`src/rtl/r4bf_pkg.sv`:
```
package r4bf_pkg;

    // Twiddle word format: sign bit plus fraction bits.
    localparam int TWF_W    = 18;
    localparam int TWF_FRAC = TWF_W - 1;

    typedef logic signed [TWF_W-1:0] twf_t;

    typedef struct packed {
        twf_t re;
        twf_t im;
    } twf_pair_t;

    // Largest positive twiddle value (just under 1.0), used as a default.
    localparam twf_pair_t TWF_NEAR_ONE = '{re: twf_t'((1 <<< TWF_FRAC) - 1), im: twf_t'(0)};

endpackage

```
`src/rtl/r4bf_core.sv`:
```
module r4bf_core #(
    parameter int DATA_W = 18
) (
    input  logic signed [DATA_W-1:0] x_re [4],
    input  logic signed [DATA_W-1:0] x_im [4],
    output logic signed [DATA_W-1:0] y_re [4],
    output logic signed [DATA_W-1:0] y_im [4]
);
    localparam int SUM_W = DATA_W + 2;

    logic signed [SUM_W-1:0] e_re [4];
    logic signed [SUM_W-1:0] e_im [4];
    logic signed [SUM_W-1:0] s_re [4];
    logic signed [SUM_W-1:0] s_im [4];

    for (genvar i = 0; i < 4; i++) begin : g_ext
        assign e_re[i] = SUM_W'(x_re[i]);
        assign e_im[i] = SUM_W'(x_im[i]);
    end

    // Four-point DFT. Multiplying by +/-j swaps the parts and changes one sign.
    always_comb begin
        s_re[0] = e_re[0] + e_re[1] + e_re[2] + e_re[3];
        s_im[0] = e_im[0] + e_im[1] + e_im[2] + e_im[3];
        s_re[1] = e_re[0] + e_im[1] - e_re[2] - e_im[3];
        s_im[1] = e_im[0] - e_re[1] - e_im[2] + e_re[3];
        s_re[2] = e_re[0] - e_re[1] + e_re[2] - e_re[3];
        s_im[2] = e_im[0] - e_im[1] + e_im[2] - e_im[3];
        s_re[3] = e_re[0] - e_im[1] - e_re[2] + e_im[3];
        s_im[3] = e_im[0] + e_re[1] - e_im[2] - e_re[3];
    end

    // Divide by 4 with an arithmetic shift; the result always fits DATA_W.
    for (genvar k = 0; k < 4; k++) begin : g_scale
        assign y_re[k] = DATA_W'(s_re[k] >>> 2);
        assign y_im[k] = DATA_W'(s_im[k] >>> 2);
    end

endmodule

```
`src/rtl/r4bf_cmul.sv`:
```
module r4bf_cmul
    import r4bf_pkg::*;
#(
    parameter int        DATA_W = 18,
    parameter twf_pair_t TW     = TWF_NEAR_ONE
) (
    input  logic signed [DATA_W-1:0] x_re,
    input  logic signed [DATA_W-1:0] x_im,
    output logic signed [DATA_W-1:0] y_re,
    output logic signed [DATA_W-1:0] y_im
);
    localparam int ACC_W = DATA_W + TWF_W + 1;
    localparam twf_t W_RE = TW.re;
    localparam twf_t W_IM = TW.im;
    localparam logic signed [ACC_W-1:0] HALF = ACC_W'(1) <<< (TWF_FRAC - 1);
    localparam logic signed [ACC_W-1:0] HI   = {{(ACC_W-DATA_W+1){1'b0}}, {(DATA_W-1){1'b1}}};
    localparam logic signed [ACC_W-1:0] LO   = {{(ACC_W-DATA_W+1){1'b1}}, {(DATA_W-1){1'b0}}};

    logic signed [ACC_W-1:0] acc_re, acc_im;

    function automatic logic signed [DATA_W-1:0] round_sat(input logic signed [ACC_W-1:0] v);
        logic signed [ACC_W-1:0] q;
        q = (v + HALF) >>> TWF_FRAC;
        if (q > HI)      q = HI;
        else if (q < LO) q = LO;
        return DATA_W'(q);
    endfunction

    always_comb begin
        acc_re = ACC_W'(x_re) * ACC_W'(W_RE) - ACC_W'(x_im) * ACC_W'(W_IM);
        acc_im = ACC_W'(x_re) * ACC_W'(W_IM) + ACC_W'(x_im) * ACC_W'(W_RE);
    end

    assign y_re = round_sat(acc_re);
    assign y_im = round_sat(acc_im);

endmodule

```
`src/rtl/r4bf_top.sv`:
```
module r4bf_top
    import r4bf_pkg::*;
#(
    parameter int        DATA_W  = 18,
    parameter bit        REG_OUT = 1'b1,
    parameter twf_pair_t TW1     = TWF_NEAR_ONE,
    parameter twf_pair_t TW2     = TWF_NEAR_ONE,
    parameter twf_pair_t TW3     = TWF_NEAR_ONE
) (
    input  logic                     clk,
    input  logic                     rst,
    input  logic signed [DATA_W-1:0] a_re,
    input  logic signed [DATA_W-1:0] a_im,
    input  logic signed [DATA_W-1:0] b_re,
    input  logic signed [DATA_W-1:0] b_im,
    input  logic signed [DATA_W-1:0] c_re,
    input  logic signed [DATA_W-1:0] c_im,
    input  logic signed [DATA_W-1:0] d_re,
    input  logic signed [DATA_W-1:0] d_im,
    output logic signed [DATA_W-1:0] y0_re,
    output logic signed [DATA_W-1:0] y0_im,
    output logic signed [DATA_W-1:0] y1_re,
    output logic signed [DATA_W-1:0] y1_im,
    output logic signed [DATA_W-1:0] y2_re,
    output logic signed [DATA_W-1:0] y2_im,
    output logic signed [DATA_W-1:0] y3_re,
    output logic signed [DATA_W-1:0] y3_im
);
    logic signed [DATA_W-1:0] in_re [4];
    logic signed [DATA_W-1:0] in_im [4];
    logic signed [DATA_W-1:0] cy_re [4];
    logic signed [DATA_W-1:0] cy_im [4];
    logic signed [DATA_W-1:0] t_re  [4];
    logic signed [DATA_W-1:0] t_im  [4];
    logic signed [DATA_W-1:0] o_re  [4];
    logic signed [DATA_W-1:0] o_im  [4];

    assign in_re[0] = a_re;  assign in_im[0] = a_im;
    assign in_re[1] = b_re;  assign in_im[1] = b_im;
    assign in_re[2] = c_re;  assign in_im[2] = c_im;
    assign in_re[3] = d_re;  assign in_im[3] = d_im;

    r4bf_core #(.DATA_W(DATA_W)) u_core (
        .x_re(in_re), .x_im(in_im), .y_re(cy_re), .y_im(cy_im)
    );

    // Term 0 has a unity twiddle and passes through unrotated.
    assign t_re[0] = cy_re[0];
    assign t_im[0] = cy_im[0];

    for (genvar k = 1; k < 4; k++) begin : g_rot
        localparam twf_pair_t TW_K = (k == 1) ? TW1 : (k == 2) ? TW2 : TW3;
        r4bf_cmul #(.DATA_W(DATA_W), .TW(TW_K)) u_cmul (
            .x_re(cy_re[k]), .x_im(cy_im[k]), .y_re(t_re[k]), .y_im(t_im[k])
        );
    end

    if (REG_OUT) begin : g_reg
        always_ff @(posedge clk) begin
            for (int k = 0; k < 4; k++) begin
                if (rst) begin
                    o_re[k] <= '0;
                    o_im[k] <= '0;
                end else begin
                    o_re[k] <= t_re[k];
                    o_im[k] <= t_im[k];
                end
            end
        end

        // equal inputs make term 0 equal a, one cycle later at the ports
        p_latency_r8: assert property (@(posedge clk) disable iff (rst)
            (a_re == b_re && b_re == c_re && c_re == d_re &&
             a_im == b_im && b_im == c_im && c_im == d_im)
            |=> (y0_re == $past(a_re) && y0_im == $past(a_im)));

        // the edge after reset leaves every output at zero
        p_reset_zero_r9: assert property (@(posedge clk) disable iff (rst)
            $past(rst) |-> (y0_re == '0 && y0_im == '0 && y1_re == '0 && y1_im == '0 &&
                            y2_re == '0 && y2_im == '0 && y3_re == '0 && y3_im == '0));
    end else begin : g_comb
        always_comb begin
            for (int k = 0; k < 4; k++) begin
                o_re[k] = t_re[k];
                o_im[k] = t_im[k];
            end
        end
    end

    assign y0_re = o_re[0];  assign y0_im = o_im[0];
    assign y1_re = o_re[1];  assign y1_im = o_im[1];
    assign y2_re = o_re[2];  assign y2_im = o_im[2];
    assign y3_re = o_re[3];  assign y3_im = o_im[3];

    // with b, c and d at zero, term 0 is a divided by four
    p_lone_a_r1: assert property (@(posedge clk) disable iff (rst)
        (b_re == '0 && b_im == '0 && c_re == '0 && c_im == '0 && d_re == '0 && d_im == '0)
        |-> (t_re[0] == (a_re >>> 2) && t_im[0] == (a_im >>> 2)));

    // four equal samples leave no energy in terms 1 to 3
    p_equal_in_r2: assert property (@(posedge clk) disable iff (rst)
        (a_re == b_re && b_re == c_re && c_re == d_re &&
         a_im == b_im && b_im == c_im && c_im == d_im)
        |-> (cy_re[1] == '0 && cy_im[1] == '0 && cy_re[2] == '0 && cy_im[2] == '0 &&
             cy_re[3] == '0 && cy_im[3] == '0));

    // rounding maps a zero term to zero after every rotation
    p_zero_map_r6: assert property (@(posedge clk) disable iff (rst)
        (cy_re[1] == '0 && cy_im[1] == '0) |-> (t_re[1] == '0 && t_im[1] == '0));

endmodule

```
`config.mk`:
```
export PLATFORM = sky130hd
export DESIGN_NAME = r4bf_top
export DESIGN_NICKNAME = d
export VERILOG_FILES = /design/src/rtl/r4bf_pkg.sv /design/src/rtl/r4bf_core.sv /design/src/rtl/r4bf_cmul.sv /design/src/rtl/r4bf_top.sv
export SDC_FILE = /design/constraint.sdc
export NUM_CORES = 2
export LEC_CHECK = 0
export BUFFER_PORTS_ARGS = -buffer_cell sky130_fd_sc_hd__buf_2
export CORE_ASPECT_RATIO = 0.75
export CORE_MARGIN = 1.5
export CORE_UTILIZATION = 40
export DETAILED_ROUTE_END_ITERATION = 8
export SYNTH_ARGS = -nofsm -noshare
export SYNTH_HDL_FRONTEND = slang
export SYNTH_SLANG_ARGS = --single-unit
```
`constraint.sdc`:
```
create_clock -name clk -period 16.63 [get_ports clk]
set_clock_uncertainty 0.15 [all_clocks]
set_input_delay 3.326 -clock clk [delete_from_list [all_inputs] [get_ports clk]]
set_output_delay 3.326 -clock clk [all_outputs]
set_load 0.02 [all_outputs]
```
==> metrics.yaml <==
hold_class: "input pin to register"
ant_nets: 0
htree_levels: 4
fin_ws_ps: 2150
syn-num-nets: 8326
grt_pass1_wl_um: 256000
synth_ff_type: "dfxtp_1"
syn_avg_cell_area_um2: 9.66
first_pass_iters: 8
die-area_mm2: 0.149
crit_path_max_fanout: 17
grt-ovfl-total: 0
gp_congestion: 0.934
synth_edf_count: 0
async_flop_share_pct: 0
arrival_ps: 14700
drive_gt1_share_pct: 6.22
syn_inst: 6074
path_class: "input pin to register"
core_area_mm2: 0.145
outcome: "finished clean"
grt_pass1_vias: 43000
tightestPinTransition_ps: 1220
clk_path_buf_depth: 2
initial_utilization_pct: 40.4
grt.total_usage_pct: 22.8
report.final.slew_viol_count: 0
worstHoldStart: "rst"
clk_pin_slew_ps: 70
ctsResizeCount: 0
antenna_found_initial: 57
cts_setup_buffers: 0
post-route-min-period_ps: 14480
cts_tree: "done"
vias: 40500
max_stage_delay_ps: 940
wl_per_cell_um: 19.5
holdWs_ps: 2840
place_ws_ps: 1740
cts_buffers: 17
hold_buffers: 0
die_x_um: 445
post-route-util_pct: 43.5
crit_end: "o_re[3][3]"
yosysSeqAreaShare_pct: 4.91
rows: 121
wl_um: 162000
fmax_mhz: 69.1
synth-seq-cells: 144
end_kind: "register"
remaining_drc_errors: 0
yosys_warnings: 0
max_slew_margin_pct: 18.3
rsz0062_at_grt: "false"
clock-sinks: 144
viasPerCell: 4.89
io_pins: 290
drt_iter0_drc: 2554
syn_area_mm2: 0.0587
grt_max_degree: 45
dpl.hpwl_um: 150000
hold_viol_final: 0
io_buffers: 289
die_h_um: 335
min_path_cells: 2
crit_start: "a_re[2]"
critPathRequiredTime_ps: 16850
setup_viol: 0
final_nets: 8607
syn_to_final_growth_pct: 7.67
startpoint_type: "input pin"
fin_setup_tns_ps: 0
fin_crit_sh_pct: 87.1
timing.max_cap.violations: 0
synth_cell_types: 93
cpMaxStageDelayCell: "a211oi_2"
clockRootBuffer: "clkbuf_16"
cell families (layout without fill, tap and decap cells):
logic type,after synthesis,count (layout),synth area share (%)
flops,144,144,4.91
simple gates,708,708,5.97
buf+inv,2005,2299,12.9
other cells,0,20,0
compound gates,735,735,8.52
fa+ha+maj,2111,2111,62.1
mux,16,16,0.281
xor+xnor,355,355,5.34
layout make-up:
cell class / instances / area [µm²]
Multi-Input combinational cell: 3925 / 48200
Timing Repair Buffer: 304 / 1560
Fill cell: 14300 / 82200
Tap cell: 1906 / 2380
Clock inverter: 11 / 201
Clock buffer: 21 / 470
Inverter: 1963 / 7370
Antenna cell: 20 / 50.0
Sequential cell: 144 / 2880
cell usage after synthesis (all sizes together), types with 5 or more instances:
| library cell | instances | share of area, % |
|---|---|---|
| a21oi | 168 | 1.5 |
| a2111oi | 11 | 0.21 |
| and4 | 10 | 0.15 |
| o21ai | 124 | 1.1 |
| nand3b | 7 | 0.090 |
| xnor2 | 218 | 3.3 |
| nor3b | 6 | 0.077 |
| o2111ai | 15 | 0.25 |
| nand3 | 57 | 0.49 |
| a211oi | 16 | 0.23 |
| or2 | 17 | 0.18 |
| nor4 | 10 | 0.11 |
| a31o | 11 | 0.16 |
| xor2 | 137 | 2.1 |
| nor2 | 213 | 1.4 |
| maj3 | 5 | 0.085 |
| a21boi | 5 | 0.064 |
| nor3 | 73 | 0.63 |
| nand2 | 131 | 0.84 |
| a31oi | 27 | 0.31 |
| and3b | 6 | 0.090 |
| nor2b | 42 | 0.45 |
| o21a | 40 | 0.51 |
| or3 | 20 | 0.21 |
| fa | 1334 | 46 |
| o21bai | 13 | 0.17 |
| o31a | 5 | 0.075 |
| a21o | 201 | 2.6 |
| o22ai | 5 | 0.053 |
| nand2b | 32 | 0.34 |
| buf | 14 | 0.16 |
| o211ai | 10 | 0.14 |
| o31ai | 30 | 0.38 |
| and2 | 19 | 0.20 |
| inv | 1963 | 13 |
| and3 | 29 | 0.31 |
| ha | 772 | 16 |
| clkbuf | 28 | 0.18 |
| a211o | 9 | 0.13 |
| mux2i | 12 | 0.20 |
| nand4 | 24 | 0.26 |
| dfxtp | 144 | 4.9 |
registers in the layout, summed over array words and instances, names as in the netlist:
| name | flops |
|---|---|
| o_im | 72 |
| o_re | 72 |
worst max-delay path: cells and delay by family:
family	cells	cell delay, ps
buf+inv	8	670
xor+xnor	2	1000
fa+ha+maj	10	4590
mux	1	410
compound gates	10	3880
simple gates	5	810
worst min path at each step:
stage	to	slack [ps]
floorplan	o_re[0][9]	3370
global placement	o_im[2][17]	3420
detailed placement	o_im[2][17]	3410
CTS	o_im[2][17]	2790
global route	o_im[2][17]	2830
finish	o_im[2][17]	2840
layout by cell type, fill, tap and decap left out, types with 7 or more instances in the layout:
master,synthesis,layout
and2_1,19,19
nand3b_1,7,7
nand4_1,24,24
a211oi_1,13,13
inv_1,1960,1960
a2111oi_0,9,9
xnor2_1,217,215
ha_1,772,772
nor3_1,72,70
xor2_1,136,136
nor2b_1,42,42
or3_1,20,20
o2111ai_1,13,13
a31oi_1,26,26
fa_1,1334,1334
a21o_1,201,201
diode_2,0,20
o211ai_1,9,9
o21ai_0,112,112
or2_2,17,17
nand2b_1,32,32
o21bai_1,13,13
mux2i_1,12,12
a211o_1,9,9
o31ai_1,30,30
buf_4,2,16
and3_1,29,29
dfxtp_1,144,144
o21a_1,40,40
and4_1,10,10
nor4_1,10,10
a21oi_1,165,165
o21ai_1,10,10
clkbuf_16,0,17
nand2_1,130,130
buf_2,5,288
nand3_1,57,57
a31o_2,9,9
nor2_1,213,213
routing by layer:
| layer | track usage, % | up-vias | wire length (µm) | share of wire (%) |
|---|---|---|---|---|
| li1 | - | 19000 | - | - |
| met1 | 33.6 | 20400 | 77200 | 48 |
| met2 | 33.5 | 974 | 70000 | 43 |
| met3 | 5.00 | 164 | 10800 | 6.7 |
| met4 | 5.95 | 20 | 4040 | 2.5 |
| met5 | 0 | - | 117 | 0.072 |
per-stage QoR:
| step | instances | cell area, µm² |
|---|---|---|
| 6_report | 8294 | 63200 |
| 5_1_grt | 8292 | 63200 |
| 4_1_cts | 8274 | 63100 |
| 3_5_place_dp | 8242 | 62500 |
| 3_3_place_gp | 8242 | 62500 |
| 2_1_floorplan | 6074 | 58700 |
Power is left out: the tool's default activity adds up to more than one toggle a clock period on the data nets, which glitch-free logic cannot reach.
